[config.mk]
export PLATFORM = sky130hd
export DESIGN_NAME = frb_fetch_run
export DESIGN_NICKNAME = d
export VERILOG_FILES = /design/src/rtl/frb_pkg.sv /design/src/rtl/frb_scan.sv /design/src/rtl/frb_steer.sv /design/src/rtl/frb_pc_reg.sv /design/src/rtl/frb_fetch_run.sv
export SDC_FILE = /design/constraint.sdc
export NUM_CORES = 1
export LEC_CHECK = 0
export BUFFER_PORTS_ARGS = -buffer_cell sky130_fd_sc_hd__buf_2
export CAP_MARGIN = 20
export CORE_MARGIN = 8
export CORE_UTILIZATION = 45
export CTS_BUF_LIST = sky130_fd_sc_hd__clkbuf_16
export DETAILED_ROUTE_END_ITERATION = 16
export GPL_TIMING_DRIVEN = 0
export PLACE_DENSITY = 0.75
export RECOVER_POWER = 25
export REMOVE_ABC_BUFFERS = 1
export SYNTH_ARGS = -nofsm -noshare
export SYNTH_HDL_FRONTEND = slang
export SYNTH_SLANG_ARGS = --single-unit
[constraint.sdc]
create_clock -name clk -period 16.76 [get_ports clk]
set_input_delay 0.838 -clock clk [delete_from_list [all_inputs] [get_ports clk]]
set_output_delay 0.838 -clock clk [all_outputs]
set_load 0.005 [all_outputs]
[src/rtl/frb_pkg.sv]
package frb_pkg;
  typedef enum logic [1:0] {
    SRC_HOLD = 2'd0,
    SRC_SEQ  = 2'd1,
    SRC_BTB  = 2'd2,
    SRC_RAS  = 2'd3
  } frb_src_e;
endpackage

[src/rtl/frb_scan.sv]
module frb_scan #(
  parameter int SLOTS = 16,
  localparam int SW = $clog2(SLOTS)
) (
  input  logic [SLOTS-1:0] brk_mask,
  input  logic [SW-1:0]    start,
  output logic             b1_found,
  output logic [SW-1:0]    b1_pos,
  output logic             b2_found,
  output logic [SW-1:0]    b2_pos
);
  // lowest flagged slot at or after the start slot
  always_comb begin
    b1_found = 1'b0;
    b1_pos   = '0;
    for (int i = SLOTS - 1; i >= 0; i--) begin
      if (brk_mask[i] && (i >= int'(start))) begin
        b1_found = 1'b1;
        b1_pos   = SW'(i);
      end
    end
  end

  // lowest flagged slot strictly after the first one
  always_comb begin
    b2_found = 1'b0;
    b2_pos   = '0;
    for (int i = SLOTS - 1; i >= 0; i--) begin
      if (brk_mask[i] && b1_found && (i > int'(b1_pos))) begin
        b2_found = 1'b1;
        b2_pos   = SW'(i);
      end
    end
  end
endmodule

[src/rtl/frb_steer.sv]
module frb_steer
  import frb_pkg::*;
#(
  parameter int SLOTS   = 16,
  parameter int MAX_RUN = 8,
  localparam int SW = $clog2(SLOTS)
) (
  input  logic             line_hit,
  input  logic [SW-1:0]    start,
  input  logic [SLOTS-1:0] ret_mask,
  input  logic             b1_found,
  input  logic [SW-1:0]    b1_pos,
  input  logic             b2_found,
  input  logic [SW-1:0]    b2_pos,
  input  logic             pred_first,
  input  logic             pred_second,
  input  logic             btb_hit,
  output logic [SW-1:0]    end_slot,
  output frb_src_e         src,
  output logic             brk_stop
);
  logic [SW:0]   lim_wide;
  logic [SW-1:0] lim;
  logic          b1_in, b2_in;

  // last slot allowed by both the run cap and the line end
  function automatic logic [SW:0] cap_slot(input logic [SW-1:0] s);
    return (SW+1)'(s) + (SW+1)'(MAX_RUN - 1);
  endfunction

  // where a taken branch redirects, or sequential when no target is known
  function automatic frb_src_e pick_src(input logic taken, input logic is_ret,
                                        input logic hit);
    if (taken && is_ret)   return SRC_RAS;
    else if (taken && hit) return SRC_BTB;
    else                   return SRC_SEQ;
  endfunction

  assign lim_wide = cap_slot(start);
  assign lim      = (lim_wide > (SW+1)'(SLOTS - 1)) ? SW'(SLOTS - 1) : lim_wide[SW-1:0];
  assign b1_in    = b1_found && (b1_pos <= lim);
  assign b2_in    = b2_found && (b2_pos <= lim);

  always_comb begin
    end_slot = lim;
    src      = SRC_SEQ;
    brk_stop = 1'b0;
    if (!line_hit) begin
      src = SRC_HOLD;
    end else if (b1_in && pred_first) begin
      end_slot = b1_pos;
      brk_stop = 1'b1;
      src      = pick_src(1'b1, ret_mask[b1_pos], btb_hit);
    end else if (b1_in && b2_in) begin
      end_slot = b2_pos;
      brk_stop = 1'b1;
      src      = pick_src(pred_second, ret_mask[b2_pos], btb_hit);
    end
  end
endmodule

[src/rtl/frb_pc_reg.sv]
module frb_pc_reg #(
  parameter int          ADDR_W    = 32,
  parameter logic [31:0] RESET_VEC = 32'h0000_1000
) (
  input  logic              clk,
  input  logic              rst_n,
  input  logic              load,
  input  logic [ADDR_W-1:0] d,
  output logic [ADDR_W-1:0] q
);
  always_ff @(posedge clk) begin
    if (!rst_n)    q <= ADDR_W'(RESET_VEC);
    else if (load) q <= d;
  end
endmodule

[src/rtl/frb_fetch_run.sv]
module frb_fetch_run
  import frb_pkg::*;
#(
  parameter int          ADDR_W     = 32,
  parameter int          SLOTS      = 16,
  parameter int          SLOT_BYTES = 4,
  parameter int          MAX_RUN    = 8,
  parameter logic [31:0] RESET_VEC  = 32'h0000_1000,
  localparam int SW    = $clog2(SLOTS),
  localparam int BW    = $clog2(SLOT_BYTES),
  localparam int LEN_W = $clog2(MAX_RUN + 1)
) (
  input  logic              clk,
  input  logic              rst_n,
  input  logic              line_hit,
  input  logic [SLOTS-1:0]  brk_mask,
  input  logic [SLOTS-1:0]  ret_mask,
  input  logic              pred_first,
  input  logic              pred_second,
  input  logic              btb_hit,
  input  logic [ADDR_W-1:0] btb_target,
  input  logic [ADDR_W-1:0] ras_top,
  output logic [ADDR_W-1:0] fetch_pc,
  output logic [SLOTS-1:0]  run_mask,
  output logic [LEN_W-1:0]  run_len,
  output logic [ADDR_W-1:0] next_pc
);
  localparam logic [ADDR_W-1:0] LINE_MASK = ADDR_W'(SLOTS * SLOT_BYTES - 1);

  logic [SW-1:0] start;
  logic          b1_found, b2_found;
  logic [SW-1:0] b1_pos, b2_pos;
  logic [SW-1:0] end_slot;
  frb_src_e      src;
  // named events for the checker
  logic          brk_stop;
  logic          use_ras;
  logic          use_btb;

  // address of the slot following a given slot of the current line
  function automatic logic [ADDR_W-1:0] seq_after(input logic [ADDR_W-1:0] pc,
                                                  input logic [SW-1:0] e);
    return (pc & ~LINE_MASK) + ADDR_W'((int'(e) + 1) * SLOT_BYTES);
  endfunction

  function automatic logic [LEN_W-1:0] span(input logic [SW-1:0] s,
                                            input logic [SW-1:0] e);
    return LEN_W'(int'(e) - int'(s) + 1);
  endfunction

  assign start = fetch_pc[BW+SW-1:BW];

  frb_scan #(.SLOTS(SLOTS)) u_scan (
    .brk_mask (brk_mask),
    .start    (start),
    .b1_found (b1_found),
    .b1_pos   (b1_pos),
    .b2_found (b2_found),
    .b2_pos   (b2_pos)
  );

  frb_steer #(.SLOTS(SLOTS), .MAX_RUN(MAX_RUN)) u_steer (
    .line_hit    (line_hit),
    .start       (start),
    .ret_mask    (ret_mask),
    .b1_found    (b1_found),
    .b1_pos      (b1_pos),
    .b2_found    (b2_found),
    .b2_pos      (b2_pos),
    .pred_first  (pred_first),
    .pred_second (pred_second),
    .btb_hit     (btb_hit),
    .end_slot    (end_slot),
    .src         (src),
    .brk_stop    (brk_stop)
  );

  generate
    for (genvar g = 0; g < SLOTS; g++) begin : g_mask
      assign run_mask[g] = line_hit && (SW'(g) >= start) && (SW'(g) <= end_slot);
    end
  endgenerate

  assign run_len = line_hit ? span(start, end_slot) : '0;
  assign use_ras = (src == SRC_RAS);
  assign use_btb = (src == SRC_BTB);

  always_comb begin
    unique case (src)
      SRC_HOLD: next_pc = fetch_pc;
      SRC_RAS:  next_pc = ras_top;
      SRC_BTB:  next_pc = btb_target;
      default:  next_pc = seq_after(fetch_pc, end_slot);
    endcase
  end

  frb_pc_reg #(.ADDR_W(ADDR_W), .RESET_VEC(RESET_VEC)) u_pc (
    .clk   (clk),
    .rst_n (rst_n),
    .load  (line_hit),
    .d     (next_pc),
    .q     (fetch_pc)
  );
endmodule

Word-level counts from Yosys, hierarchy flattened
Cells that the tools add are included.
Word-level totals
  memories kept: 0
  register bits after elaboration: 32
  memory bits (writable): 0
  bits in read-only memories: 0
  bits in latches: 0
  logic and storage cells: 238
  input bits: 102
Cells by class
  div/mod/pow operators: 0
  bitwise gates (word level): 0
  shifts and indexed selects: 0
  magnitude comparators: 67
  equal/unequal tests: 2
  reduce and logical (&&, ||, !) cells: 84
  multiplexer cells: 79
  $add $sub $neg: 5
  $mul: 0
Operator list (number)
  4-bit 2-to-1 mux: 36
  32-bit case mux with 3 select lines: 1
  1-bit logical AND: 83
  4-bit >= comparator (first input constant): 15
  1-bit 2-to-1 mux: 33
  32-bit by 7-bit adder with 32-bit output: 1
  3-bit by 4-bit >= comparator with 1-bit output (first input constant): 8
  4-bit greater-than comparator (first input constant): 8
  4-bit less-or-equal comparator (first input constant): 8
  1-bit by 4-bit >= comparator with 1-bit output (first input constant): 4
  2-bit by 4-bit >= comparator with 1-bit output (first input constant): 4
  3-bit by 4-bit greater-than comparator with 1-bit output (first input constant): 4
  3-bit by 4-bit less-or-equal comparator with 1-bit output (first input constant): 4
  2-bit 2-to-1 mux: 7
  4-bit by 5-bit less-than comparator with 1-bit output (second input constant): 2
  1-bit binary-select mux with 4-bit select: 2
  2-bit by 4-bit greater-than comparator with 1-bit output (first input constant): 2
  1-bit by 4-bit less-or-equal comparator with 1-bit output (first input constant): 2
  2-bit by 4-bit less-or-equal comparator with 1-bit output (first input constant): 2
  4-bit less-or-equal comparator: 2
  4-bit by 1-bit adder with 5-bit output (second input constant): 1
  4-bit by 3-bit adder with 5-bit output (second input constant): 1
  5-bit by 4-bit greater-than comparator with 1-bit output (second input constant): 1
  4-bit by 2-bit adder with 4-bit output (second input constant): 1
  4 further kinds: 5

Logic depth before layout (Yosys ltp)
  depth in word-level cells: 43
  gate-level depth with buffers: 39
  depth with buffers taken out: 37

By module
A second synthesis with hierarchy kept.
Second synthesis, totals
  cell total of the unflattened synthesis: 620
  area total of the unflattened synthesis: 4913.5 um^2
By module, submodules not included
  frb_fetch_run: cells an instance 261, instances 1, area each 1794.2 um^2
  frb_pc_reg: cells an instance 103, instances 1, area each 1241.2 um^2
  frb_steer: cells an instance 107, instances 1, area each 948.4 um^2
  frb_scan: cells an instance 149, instances 1, area each 929.6 um^2

Least setup slack after synthesis
OpenSTA, ideal clock, no wires.
  kind: register to output
  from: reg u_pc.q[3]
  to: out next_pc[23]
  path slack: 8.615 ns
  arrival: 7.307 ns
  cell stages (with the launch flop): 39
  buffers on the path: 3
  cells stage by stage: dfxtp_1 > buf_2 > inv_1 > ha_1 > clkbuf_1 > and3b_1 > o221ai_1 > o221a_2 > o22a_1 > a21oi_4 > inv_2 > a211oi_1 > buf_2 > a21boi_0 > nor2_1 > ha_1 > o21ai_0 > nand2b_1 > [3 not listed] > a41oi_1 > o21ai_0 > a221o_1 > inv_1 > ha_1 > nand2_1 > nor2b_1 > ha_1 > nand3_1 > nor2_1 > and3_1 > and3_1 > and3_1 > and3_1 > nand2_1 > a2111oi_0 > xnor2_1 > mux2i_1
On the way
  cells in the longest elaborated chain, start to end: 43
  elaborated cells on any way between the ends: 163
Ends and longest elaborated chain
  from (decl): RTL line frb_pc_reg.sv:9  | output logic [ADDR_W-1:0] q
  from (signal assigned): RTL line frb_pc_reg.sv:12  | if (!rst_n) q <= ADDR_W'(RESET_VEC);
  4-bit >= comparator: RTL line frb_scan.sv:17  | if (brk_mask[i] && (i >= int'(start))) begin
  1-bit logical AND: RTL line frb_scan.sv:17
  4-bit 2-to-1 mux or 1-bit 2-to-1 mux (tied branches) (15 in series): RTL line frb_scan.sv:17
  4-bit greater-than comparator or 1-bit logical AND (tied branches): RTL line frb_scan.sv:29  | if (brk_mask[i] && b1_found && (i > int'(b1_pos))) begin
  1-bit logical AND: RTL line frb_scan.sv:29
  4-bit 2-to-1 mux (15 in series): RTL line frb_scan.sv:29
  4-bit less-or-equal comparator or 1-bit binary-select mux with 4-bit select (tied branches): RTL line frb_steer.sv:42, frb_steer.sv:57
  1-bit logical AND or 1-bit 2-to-1 mux (tied branches): RTL line frb_steer.sv:42, frb_steer.sv:57
  1-bit logical AND, on equally long branches: RTL line frb_steer.sv:54, frb_steer.sv:34
  4-bit 2-to-1 mux or 2-bit 2-to-1 mux (tied branches): RTL line frb_steer.sv:54, frb_steer.sv:34
  4-bit 2-to-1 mux or 2-bit 2-to-1 mux (tied branches): RTL line frb_steer.sv:50, frb_steer.sv:54
  4-bit 2-to-1 mux or 2-bit 2-to-1 mux (tied branches): RTL line frb_steer.sv:48, frb_steer.sv:50
  4-bit by 1-bit adder with 5-bit output or 2-bit 2-to-1 mux (tied branches): RTL line frb_fetch_run.sv:43, frb_steer.sv:48
  32-bit by 7-bit adder with 32-bit output, or another cell as far along: RTL line frb_fetch_run.sv:43  | return (pc & ~LINE_MASK) + ADDR_W'((int'(e) + 1) * SLOT_BYTES);
  32-bit case mux with 3 select lines *: RTL line frb_fetch_run.sv:89  | unique case (src)
  to (decl): RTL line frb_fetch_run.sv:26  | output logic [ADDR_W-1:0] next_pc
Every way passes the cells marked *; elsewhere a longest branch is shown, timed or not. The select of a mux whose other input is x is not followed.

Worst setup path after layout
Ends and elaborated chain as after synthesis.

==> results.cfg <==
[run_status]
status = completed

[floorplanning]
core_um2 = 9820
dieHeight_um = 117
fp-row-count = 36
io_pins = 186
start_util_pct = 46.3
fp.dieW_um = 117
dieArea_um2 = 13600

[flow_run]
drv_cap = 0

[synthesis]
synth_seq_cells = 32
ys.flop_type = dfxtp_1
synth.avg_cell_area_um2 = 7.40
yosys_warnings = 0
synth_edf_count = 0
synth_area_um2 = 4550
ys_types = 78
synth-seq-area-share_pct = 14.1
async_reset_ff_share_pct = 0
syn_inst = 615

[global_routing]
grt_usage_pct = 24.7
grt-ovfl-total = 0
grt_first_pass_wirelength_mm = 27.7
grt_antenna_before_repair = 1
grt_max_degree = 42
grt_pass1_vias = 5833

[critical_path]
cp_max_fo = 15
cp_slowest_stage_delay_ps = 780
required_ps = 15920
critical_path_class = reg2out
worst_path_max_delay_cell = nor4_2
crit_arrival_ps = 9640
cp.buffers_inverters = 3
startpoint_type = register
cp_top_family = compound AO/OA/AOI/OAI gates
endpoint_kind = output pin

[route]
dr.first_iter.drc_count = 501
first_pass_iters = 5
num_vias = 5595
drc = 0
wl_per_cell_um = 18.7
viasPerCell = 6.13
ant_nets = 0
wl_mm = 17.1

[cells_and_area]
final_cell_mix = buf_2 (157), nand2_1 (49), nor2_1 (45), mux2i_1 (45), a21oi_1 (42)
drive_gt1_share_pct = 23.7
num_antenna_cells = 0
syn_to_final_growth_pct = 24.5
regMostFlops = u_pc.q
reg_top3 = u_pc.q: 32 flops
fin_cells = 912
mostFrequentLayoutCell = buf_2
n_fill_cell = 1002
nets = 902
largest_reg_flops = 32

[hold_path]
hp-class = reg2reg

[cts]
clockBufferDepth = 2
cts_setup_buffers = 0
numCtsBuffers = 5
clock-root-buffer = clkbuf_16
cts.repair.resized = 0
cts_hold_buf = 0
cts_tree = yes
htree_levels = 2
cts.clk_slew.worst_paths_ps = 50
insertion_delay_ps = 280
clock_sinks = 32

[sta]
drv_slew = 0
hold_violations = 0
setup_viol = 0
final.min_clock_period_ps = 10480
max-slew-margin-rel_pct = 32.5
worst_clock_skew_ps = 7.50
grt_setup_unrepaired = no
period_share_pct = 62.5
worstMarginPinSlew_ps = 1000
setup_tns_ps = 0
max_freq_ghz = 0.0954

[power_and_ir_drop]
power_leakage_uw = 0.00264
ir_worst_vdd_mv = 0.0992
powerDensity_nw_per_um2 = 202

[placement]
numPortBuffers = 185
place.detailed.hpwl_mm = 13.7
place_congestion = 0.924
dp_cells = 904
==> metal layers <==
layer  vias up  wire (um)  track usage, %  share of wire [%]
met5         -         13               0              0.076
met4         2        302            9.81                1.8
li1       2665          -               -                  -
met1      2605       6610            27.4                 39
met3        32       1690            7.24                9.9
met2       291       8460            43.5                 50
==> cells by family (layout without fill, tap and decap cells) <==
kind of cell | Yosys count | count (layout) | share of synthesized area, %
and+or+nand+nor | 236 | 236 | 27.6
AOI/OAI and AO/OA | 205 | 205 | 32.9
buffers and inverters | 57 | 221 | 5.80
muxes | 46 | 46 | 10.1
DFF | 32 | 32 | 14.1
adders and majority gates | 22 | 22 | 6.21
xor gates and xnor gates | 17 | 17 | 3.27
==> path summary, 6_finish.rpt <==
kind	startpoint	to	slack, ps	cells after the start
worst max-delay path	u_pc.q[3]	next_pc[23]	6280	35
worst min-delay path	u_pc.q[1]	u_pc.q[1]	610	2
worst max register to register	u_pc.q[3]	u_pc.q[23]	7280	35
worst min register to register	u_pc.q[1]	u_pc.q[1]	610	2
==> where the power goes <==
| group | total (uW) | switching [uW] | internal [uW] |
|---|---|---|---|
| clock network | 103 | 33.7 | 69.1 |
| logic | 899 | 525 | 375 |
| registers | 142 | 38.9 | 103 |
| total | 1140 | 597 | 547 |
==> per-stage QoR <==
stage          util [%]  setup slack (ps)  cell area, um2  total power [uW]  hold slack (ps)
2_1_floorplan         -              7490            4380               727              612
3_3_place_gp       55.7              5240            5470              1000              586
3_5_place_dp       56.4              6780            5540              1040              601
4_1_cts            58.1              6470            5700              1150              620
5_1_grt            57.7              5480            5670              1250              635
6_report           57.7              6280            5670              1140              613
==> final cells by class <==
class	count	area (um2)	area share (%)
timing repair buffer	188	938	16.6
tap	133	166	2.94
multi-input combinational	526	3660	64.7
clock inverter	3	37.5	0.663
clock buffer	5	125	2.21
inverter	25	93.8	1.66
sequential	32	641	11.3
==> cells in the mapped netlist (all sizes together), types with 3 or more instances <==
cell    instances  area share, %
o21bai          4           0.66
or3             5           0.69
o211ai          3           0.49
dfxtp          32             14
xnor2          11            2.1
nor2b           8            1.1
nand3          19            2.1
nor3b          15            2.5
o21ai          21            2.3
o211a           7            1.5
a21oi          44            5.1
o22ai           7            1.1
nor3           19            2.1
a221o           4           0.88
o221a           3           0.74
nand4           4           0.55
o31a            3           0.58
and3           17            2.3
mux2i          45            9.9
nor4            7           0.96
a41oi           4           0.77
and2           13            1.8
ha             21            5.8
a211o           4           0.77
a31oi           7           0.96
nor2           46            3.8
nand2b          9            1.2
o31ai           4           0.66
a211oi         25            4.5
buf            22            2.9
clkbuf         10           0.82
a21o            5           0.82
o221ai          5           0.96
nand2          49            4.0
or2             4           0.55
xor2            6            1.2
nand3b         10            1.6
a22oi           3           0.49
a21boi         16            2.6
o21a           13            2.1
inv            24            2.0
==> worst register-to-register path: cells and delay by family, from the launching register on <==
family	cells	cell delay (ps)
adders and majority gates	4	1200
and+or+nand+nor	15	3370
muxes	1	110
xor gates and xnor gates	1	170
DFF	1	690
AOI/OAI and AO/OA	12	3440
buffers and inverters	2	390
Note: power is estimated with default switching activity, not from simulation.
